$ cat src/rtl/vcfg_pkg.sv
// Package: shared field positions, encodings and helpers for the vector
// configuration unit. Assumes the type word is at least 9 bits wide.
package vcfg_pkg;

    // Field positions inside the type word (decoded by neighbours)
    localparam int TA_BIT   = 0;
    localparam int MA_BIT   = 1;
    localparam int GRP_LSB  = 2;
    localparam int WID_LSB  = 5;
    localparam int FIELD_W  = 8;

    // Read-only control-register addresses served by the unit
    localparam logic [11:0] ADDR_LEN   = 12'hC20;
    localparam logic [11:0] ADDR_TYPE  = 12'hC21;
    localparam logic [11:0] ADDR_BYTES = 12'hC22;

    // Grouping field encodings
    typedef enum logic [2:0] {
        GRP_X1   = 3'b000,
        GRP_X2   = 3'b001,
        GRP_X4   = 3'b010,
        GRP_X8   = 3'b011,
        GRP_RSV  = 3'b100,
        GRP_D8   = 3'b101,
        GRP_D4   = 3'b110,
        GRP_D2   = 3'b111
    } grp_e;

    // Base-2 logarithm of the grouping multiplier (reserved maps to 0)
    function automatic int grp_log2(input grp_e code);
        case (code)
            GRP_X1:  return 0;
            GRP_X2:  return 1;
            GRP_X4:  return 2;
            GRP_X8:  return 3;
            GRP_D8:  return -3;
            GRP_D4:  return -2;
            GRP_D2:  return -1;
            default: return 0;
        endcase
    endfunction

endpackage

$ cat src/rtl/vcfg_decode.sv
// Module: vcfg_decode
// Checks a proposed type word and computes the maximum element count.
// Assumes: VLEN and ELEN are powers of two, XLEN > FIELD_W, and
// VLMAX_W bits hold VLEN (largest count: 8-bit width at grouping 8).
module vcfg_decode
    import vcfg_pkg::*;
#(
    parameter int VLEN    = 512,
    parameter int ELEN    = 64,
    parameter int XLEN    = 32,
    parameter int VLMAX_W = $clog2(VLEN) + 1
) (
    input  logic [XLEN-1:0]    req_type,
    output logic               illegal,
    output logic [VLMAX_W-1:0] vlmax,
    output logic [XLEN-1:0]    type_out
);
    localparam int LOG2_VLEN = $clog2(VLEN);
    localparam int LOG2_ELEN = $clog2(ELEN);

    logic [2:0] wid_code;
    grp_e       grp_code;
    logic       rsv_bits;
    int         grp_l2;
    int         wid_l2;
    int         wid_limit;
    int         expo;

    // Field decode, legality checks and count exponent
    always_comb begin
        wid_code  = req_type[WID_LSB +: 3];
        grp_code  = grp_e'(req_type[GRP_LSB +: 3]);
        rsv_bits  = |req_type[XLEN-1:FIELD_W];
        grp_l2    = grp_log2(grp_code);
        wid_l2    = 3 + int'(wid_code);
        wid_limit = LOG2_ELEN + ((grp_l2 < 0) ? grp_l2 : 0);
        expo      = LOG2_VLEN - wid_l2 + grp_l2;
        illegal   = wid_code[2]
                  | (grp_code == GRP_RSV)
                  | rsv_bits
                  | (wid_l2 > wid_limit)
                  | (expo < 0);
    end

    // Count output, zero when the request is rejected
    always_comb begin
        if (illegal) vlmax = '0;
        else         vlmax = VLMAX_W'(1) << expo;
    end

    // Stored type word: kept low fields or the lone illegal flag
    always_comb begin
        if (illegal) type_out = {1'b1, {(XLEN-1){1'b0}}};
        else         type_out = {{(XLEN-FIELD_W){1'b0}}, req_type[FIELD_W-1:0]};
    end

endmodule

$ cat src/rtl/vcfg_grant.sv
// Module: vcfg_grant
// Computes the granted length: min(AVL, maximum count), or zero when the
// type is illegal. Assumes VLMAX_W <= XLEN.
module vcfg_grant #(
    parameter int XLEN    = 32,
    parameter int VLMAX_W = 10
) (
    input  logic [XLEN-1:0]    avl,
    input  logic [VLMAX_W-1:0] vlmax,
    input  logic               illegal,
    output logic [XLEN-1:0]    vl
);
    logic [XLEN-1:0] vlmax_ext;

    // Widen the count to the request width for comparison
    assign vlmax_ext = {{(XLEN-VLMAX_W){1'b0}}, vlmax};

    // Select the smaller of request and capacity
    always_comb begin
        if (illegal)              vl = '0;
        else if (avl < vlmax_ext) vl = avl;
        else                      vl = vlmax_ext;
    end

endmodule

$ cat src/rtl/vcfg_csr.sv
// Module: vcfg_csr
// Read port for the three read-only values; flags write attempts.
// Assumes the three addresses are consecutive from ADDR_LEN.
module vcfg_csr
    import vcfg_pkg::*;
#(
    parameter int VLEN = 512,
    parameter int XLEN = 32
) (
    input  logic            rd_en,
    input  logic            wr_en,
    input  logic [11:0]     addr,
    input  logic [XLEN-1:0] len_q,
    input  logic [XLEN-1:0] type_q,
    output logic [XLEN-1:0] rdata,
    output logic            hit,
    output logic            wr_err
);
    localparam int NREG = 3;

    logic [NREG-1:0] match;
    logic [XLEN-1:0] value [NREG];

    assign value[0] = len_q;
    assign value[1] = type_q;
    assign value[2] = XLEN'(VLEN / 8);

    // One address comparator per served register
    for (genvar i = 0; i < NREG; i++) begin : g_match
        assign match[i] = (addr == ADDR_LEN + 12'(i));
    end

    // Read data mux, zero on a miss
    always_comb begin
        rdata = '0;
        for (int i = 0; i < NREG; i++) begin
            if (rd_en && match[i]) rdata = value[i];
        end
    end

    assign hit    = rd_en & (|match);
    assign wr_err = wr_en & (|match);

endmodule

$ cat src/rtl/vcfg_unit.sv
// Module: vcfg_unit (top)
// Executes the vector configuration step: decodes the type, grants a
// length, stores both, and serves read-only register reads.
// Assumes a single request per cycle; synchronous active-low reset.
module vcfg_unit
    import vcfg_pkg::*;
#(
    parameter int VLEN = 512,
    parameter int ELEN = 64,
    parameter int XLEN = 32
) (
    input  logic            clk,
    input  logic            rst_n,
    input  logic            cfg_valid,
    input  logic [XLEN-1:0] cfg_avl,
    input  logic [XLEN-1:0] cfg_vtype,
    output logic            cfg_done,
    output logic [XLEN-1:0] cfg_vl,
    output logic            vinst_illegal,
    input  logic            csr_rd_en,
    input  logic            csr_wr_en,
    input  logic [11:0]     csr_addr,
    output logic [XLEN-1:0] csr_rdata,
    output logic            csr_hit,
    output logic            csr_wr_err
);
    localparam int VLMAX_W = $clog2(VLEN) + 1;
    localparam logic [XLEN-1:0] TYPE_RST = {1'b1, {(XLEN-1){1'b0}}};

    logic               dec_illegal;
    logic [VLMAX_W-1:0] dec_vlmax;
    logic [XLEN-1:0]    dec_type;
    logic [XLEN-1:0]    new_len;
    logic [XLEN-1:0]    len_q;
    logic [XLEN-1:0]    type_q;
    logic               done_q;

    vcfg_decode #(
        .VLEN(VLEN), .ELEN(ELEN), .XLEN(XLEN), .VLMAX_W(VLMAX_W)
    ) u_decode (
        .req_type (cfg_vtype),
        .illegal  (dec_illegal),
        .vlmax    (dec_vlmax),
        .type_out (dec_type)
    );

    vcfg_grant #(
        .XLEN(XLEN), .VLMAX_W(VLMAX_W)
    ) u_grant (
        .avl     (cfg_avl),
        .vlmax   (dec_vlmax),
        .illegal (dec_illegal),
        .vl      (new_len)
    );

    // State registers: length, type and the done pulse
    always_ff @(posedge clk) begin
        if (!rst_n) begin
            len_q  <= '0;
            type_q <= TYPE_RST;
            done_q <= 1'b0;
        end else begin
            done_q <= cfg_valid;
            if (cfg_valid) begin
                len_q  <= new_len;
                type_q <= dec_type;
            end
        end
    end

    vcfg_csr #(
        .VLEN(VLEN), .XLEN(XLEN)
    ) u_csr (
        .rd_en  (csr_rd_en),
        .wr_en  (csr_wr_en),
        .addr   (csr_addr),
        .len_q  (len_q),
        .type_q (type_q),
        .rdata  (csr_rdata),
        .hit    (csr_hit),
        .wr_err (csr_wr_err)
    );

    assign cfg_done      = done_q;
    assign cfg_vl        = len_q;
    assign vinst_illegal = type_q[XLEN-1];

endmodule

$ cat config.mk
export PLATFORM = sky130hd
export DESIGN_NAME = vcfg_unit
export DESIGN_NICKNAME = d
export VERILOG_FILES = /design/src/rtl/vcfg_pkg.sv /design/src/rtl/vcfg_decode.sv /design/src/rtl/vcfg_grant.sv /design/src/rtl/vcfg_csr.sv /design/src/rtl/vcfg_unit.sv
export SDC_FILE = /design/constraint.sdc
export NUM_CORES = 1
export LEC_CHECK = 0
export BUFFER_PORTS_ARGS = -buffer_cell sky130_fd_sc_hd__buf_2
export CAP_MARGIN = 20
export CORE_ASPECT_RATIO = 0.6
export CORE_MARGIN = 5
export CORE_UTILIZATION = 59
export CTS_BUF_LIST = sky130_fd_sc_hd__clkbuf_2 sky130_fd_sc_hd__clkbuf_4 sky130_fd_sc_hd__clkbuf_8
export DETAILED_ROUTE_END_ITERATION = 10
export PLACE_DENSITY = 0.95
export SYNTH_ARGS = -nofsm -noshare
export SYNTH_HDL_FRONTEND = slang
export SYNTH_HIERARCHICAL = 1
export SYNTH_SLANG_ARGS = --single-unit
$ cat constraint.sdc
create_clock -name clk -period 13.18 [get_ports clk]
set_input_delay 1.318 -clock clk [delete_from_list [all_inputs] [get_ports clk]]
set_output_delay 1.318 -clock clk [all_outputs]
set_load 0.02 [all_outputs]
==> run metrics <==
outcome complete, no violations; worst hold slack ~0.53 ns; Hold Path Class reg -> reg; final-report hold violation count 0; number of DRC markers after the initial detailed-route iteration 230; reported leakage power roughly 2.7 nW; max-slew violation total from the final report 0; cells traversed along the worst timing path buf_2 -> inv_1 -> ha_1 -> xor2_1 -> ha_1 -> ha_1 -> a21oi_1 -> nand2_1 -> a21o_1 -> a21o_1 -> fa_1 -> or4b_4 -> nor4b_4 -> nand3b_1 -> nor4_1 -> inv_1 -> ha_1 -> a211oi_1 -> nand4_1 -> a2111oi_2 -> buf_4 -> mux2i_1 -> mux2i_1 -> nor2b_1; effective utilization at floorplan approximately three fifths; Net Sw Frac 28.9%; Peak supply drop 89.0 uV; cell area after technology mapping approximately 4900 sq um; clock network fraction of design power 35.5%; Resized cells post-CTS 0; largest driver fanout on the critical path 10; maximum number of pins on one net before global-route repair 66; crit-path max cell delay 0.54 ns; worst rel slew slack 27.9%; sum of overflow across all layers after global routing 0; height of the die between 80 and 90 um; drt pass-1 iters 7; fraction of post-synthesis cell area in the top cell type by area a little over a quarter; worst-margin pin slew 1.08 ns; final weighted congestion of routability-driven global placement 0.896; Setup-failing EPs final 0; antenna diode instance count 0; Top FF cell, synth sky130_fd_sc_hd__dfxtp_1; depth of the most critical reg-to-reg path 2; switching power between 0.0001 and 0.00015 W; maximum count of clock buffers along a single path 2; total of buffers placed on input and output ports 148; number of max-capacitance violations reported 0; number of distinct library cell variants in the gate-level netlist after synthesis 47; total of hold buffers inserted after clock tree synthesis 0; post-DR vias/cell 5.12; via count of the first global-routing pass approximately 4,000; total CTS buffers 9; cell types occupying the most area after synthesis sky130_fd_sc_hd__dfxtp_1 (26%), sky130_fd_sc_hd__mux2i_1 (21%), sky130_fd_sc_hd__nor2b_1 (8.1%); most used cell, CP sky130_fd_sc_hd__ha_1; WHS Path Cells 2; global-route wire length before repair between 15 and 20 mm; number of instances in the synthesized netlist approximately 530; portion of the post-synthesis area used by sequential elements 26.4%; total via count in the routed design just under 4,000; period utilisation layout between 50% and 60%; final WL roughly 12 mm; number of top-level pins 149; category of the critical setup timing path in -> reg; origin of the worst min-delay path type_q[21]$_SDFFE_PN0P_; Syn-to-layout area delta 14.7%; setup skew after layout 0 ns; internal power component 0.000364 W; Synth async-reset ratio 0%; Crit-path slowest cell sky130_fd_sc_hd__or4b_4; design area between 5000 and 6000 sq um; final routed wire length divided by cell count 15.2 um; half-perimeter wire length after placement 9.11 mm; antenna viol nets, final 0; Syn. warnings 6; number of placed instances with taps included 752; CTS tree done; post-CTS clock slew at the launch and capture registers of the worst setup and hold paths 0.07 ns; clock latency of the later-clocked register in the worst-skew pair approximately 0.32 ns; Die Width 128 um; number of cell rows 25; Top delay family on crit path simple AND/OR/NAND/NOR gates; Fillers 659; final cell utilization of the core 70.7%; buffers and inverters on the worst path 4; reg2reg setup slack 12.40 ns; data arrival time of the critical path between 7 and 8 ns; shortest clock period the worst path allows after layout 6.89 ns; global router's overall resource usage 22.8%; timing-limited maximum frequency around 0.15 GHz; count of flip-flops with a built-in enable after synthesis 0; accumulated negative setup slack 0 ns; hold path endpoint type_q[21]$_SDFFE_PN0P_; post-synthesis cell type with the largest combined area sky130_fd_sc_hd__dfxtp_1; number of cells in the finished layout apart from fillers 768; # DRC 0; register bit total from synthesis 65; FF-to-FF Start cfg_vl[8]$_SDFFE_PN0P_; combinational power share 23.4%; H-tree levels 3; total core area 8010 sq um; post-CTS setup-driven buffer insertion count 0; data required time at the worst endpoint 13.45 ns; Setup crit start kind input pin; unrepaired setup endpoints after global routing no; area enclosed by the die boundary 10,400 sq um; Pwr Density 90.5 nW/um^2; r2r endpoint cfg_vl[8]$_SDFFE_PN0P_; instance area at placement 5440 sq um; sequential cell fraction of total power 41.1%; fraction of final layout cells with drive strength greater than 1 29.4%; average instance area after synthesis 9.40 sq um; Post-layout nets 766; Clock Sinks 65; Root Driver sky130_fd_sc_hd__clkbuf_8; number of antenna violations at the first check in global routing 0; CP endpoint kind register
==> cells in the final DEF, fill, tap and decap left out, types with 6 or more instances in the layout <==
cell                       Yosys  layout
sky130_fd_sc_hd__fa_1         10      10
sky130_fd_sc_hd__a21oi_1       7       7
sky130_fd_sc_hd__conb_1        3      47
sky130_fd_sc_hd__nand4_1       6       6
sky130_fd_sc_hd__nor4_1       11      11
sky130_fd_sc_hd__ha_1         20      20
sky130_fd_sc_hd__inv_1        21      21
sky130_fd_sc_hd__clkbuf_8      0       9
sky130_fd_sc_hd__nor2_2       10      10
sky130_fd_sc_hd__dfxtp_1      65      65
sky130_fd_sc_hd__buf_2         8     147
sky130_fd_sc_hd__nor2_1       37      37
sky130_fd_sc_hd__nand2b_1     25      25
sky130_fd_sc_hd__nor2b_1      64      64
sky130_fd_sc_hd__nand2_1       9       9
sky130_fd_sc_hd__mux2i_1     105     105
sky130_fd_sc_hd__a21o_1        8       8
==> layer usage <==
layer  share of wire (%)  GRT usage [%]  vias to the layer above
li1                    -              -                     1960
met1                  43           27.7                     1791
met2                  46           38.8                      151
met3                 8.8           8.02                       28
met4                 1.9           6.36                        0
met5                   0              0                        -
==> state kept, by name, summed over array words and instances, names as in the netlist <==
name and count:
cfg_vl 32, type_q 32, cfg_done 1
==> power by group through the flow <==
stage	sequential [W]	clock [W]	combinational, W
floorplan	0.000219	0	0.0000901
global placement	0.000214	0	0.000113
detailed placement	0.000215	0	0.000118
CTS	0.000210	0.000186	0.000119
global route	0.000212	0.000196	0.000133
finish	0.000210	0.000182	0.000120
==> worst max path at each step <==
stage                             from                endpoint  slack [ns]  depth (start not counted)
after global placement    cfg_vtype[5]  cfg_vl[3]$_SDFFE_PN0P_        6.28                         24
after floorplan           cfg_vtype[5]  cfg_vl[6]$_SDFFE_PN0P_        6.82                         23
after global routing      cfg_vtype[5]  cfg_vl[3]$_SDFFE_PN0P_        5.94                         24
final                     cfg_vtype[5]  cfg_vl[3]$_SDFFE_PN0P_        6.29                         24
after CTS                 cfg_vtype[5]  cfg_vl[3]$_SDFFE_PN0P_        6.34                         24
after detailed placement  cfg_vtype[5]  cfg_vl[3]$_SDFFE_PN0P_        6.00                         24
==> kinds of logic (layout without fill, tap and decap cells) <==
logic type	Yosys count	after routing	share of synthesized area, %
AND/OR/NAND/NOR	192	192	24.2
XOR/XNOR	4	4	0.710
multiplexers	105	105	21.3
flip-flops	65	65	26.4
AO/OA/AOI/OAI	30	30	5.35
other	3	47	0.228
adder cells (fa/ha/maj)	30	30	9.13
buffers and inverters	96	187	12.8
==> worst register-to-register path: cells and delay by family (launching register included) <==
| family | cells | cell delay, ns |
|---|---|---|
| flip-flops | 1 | 0.46 |
| AND/OR/NAND/NOR | 1 | 0.15 |
| multiplexers | 1 | 0.11 |
==> layout make-up <==
| cell class | instances | area (sq um) | share of cell area (%) |
|---|---|---|---|
| repair buffers | 150 | 758 | 13.4 |
| clock buffers | 9 | 124 | 2.19 |
| inverters | 21 | 78.8 | 1.39 |
| well taps | 108 | 135 | 2.39 |
| clock inverters | 7 | 95.1 | 1.68 |
| flip-flops and latches | 65 | 1300 | 23.0 |
| multi-input cells | 408 | 3170 | 56.0 |
==> synth_stat cells, types with 6 or more instances <==
library cell	number
sky130_fd_sc_hd__nand2b_1	25
sky130_fd_sc_hd__nor2b_1	64
sky130_fd_sc_hd__a21o_1	8
sky130_fd_sc_hd__ha_1	20
sky130_fd_sc_hd__inv_1	21
sky130_fd_sc_hd__nand2_1	9
sky130_fd_sc_hd__clkbuf_1	9
sky130_fd_sc_hd__nor2_2	10
sky130_fd_sc_hd__nor2_1	37
sky130_fd_sc_hd__buf_4	47
sky130_fd_sc_hd__nand4_1	6
sky130_fd_sc_hd__buf_2	8
sky130_fd_sc_hd__nor4_1	11
sky130_fd_sc_hd__buf_6	11
sky130_fd_sc_hd__dfxtp_1	65
sky130_fd_sc_hd__fa_1	10
sky130_fd_sc_hd__mux2i_1	105
sky130_fd_sc_hd__a21oi_1	7
==> per-stage QoR <==
stage	setup slack, ns	total power, W
after CTS	6.34	0.000515
final	6.29	0.000512
after global placement	6.28	0.000327
after floorplan	6.82	0.000309
after detailed placement	6.00	0.000333
after global routing	5.94	0.000540
(Power assumes the default switching activity.)
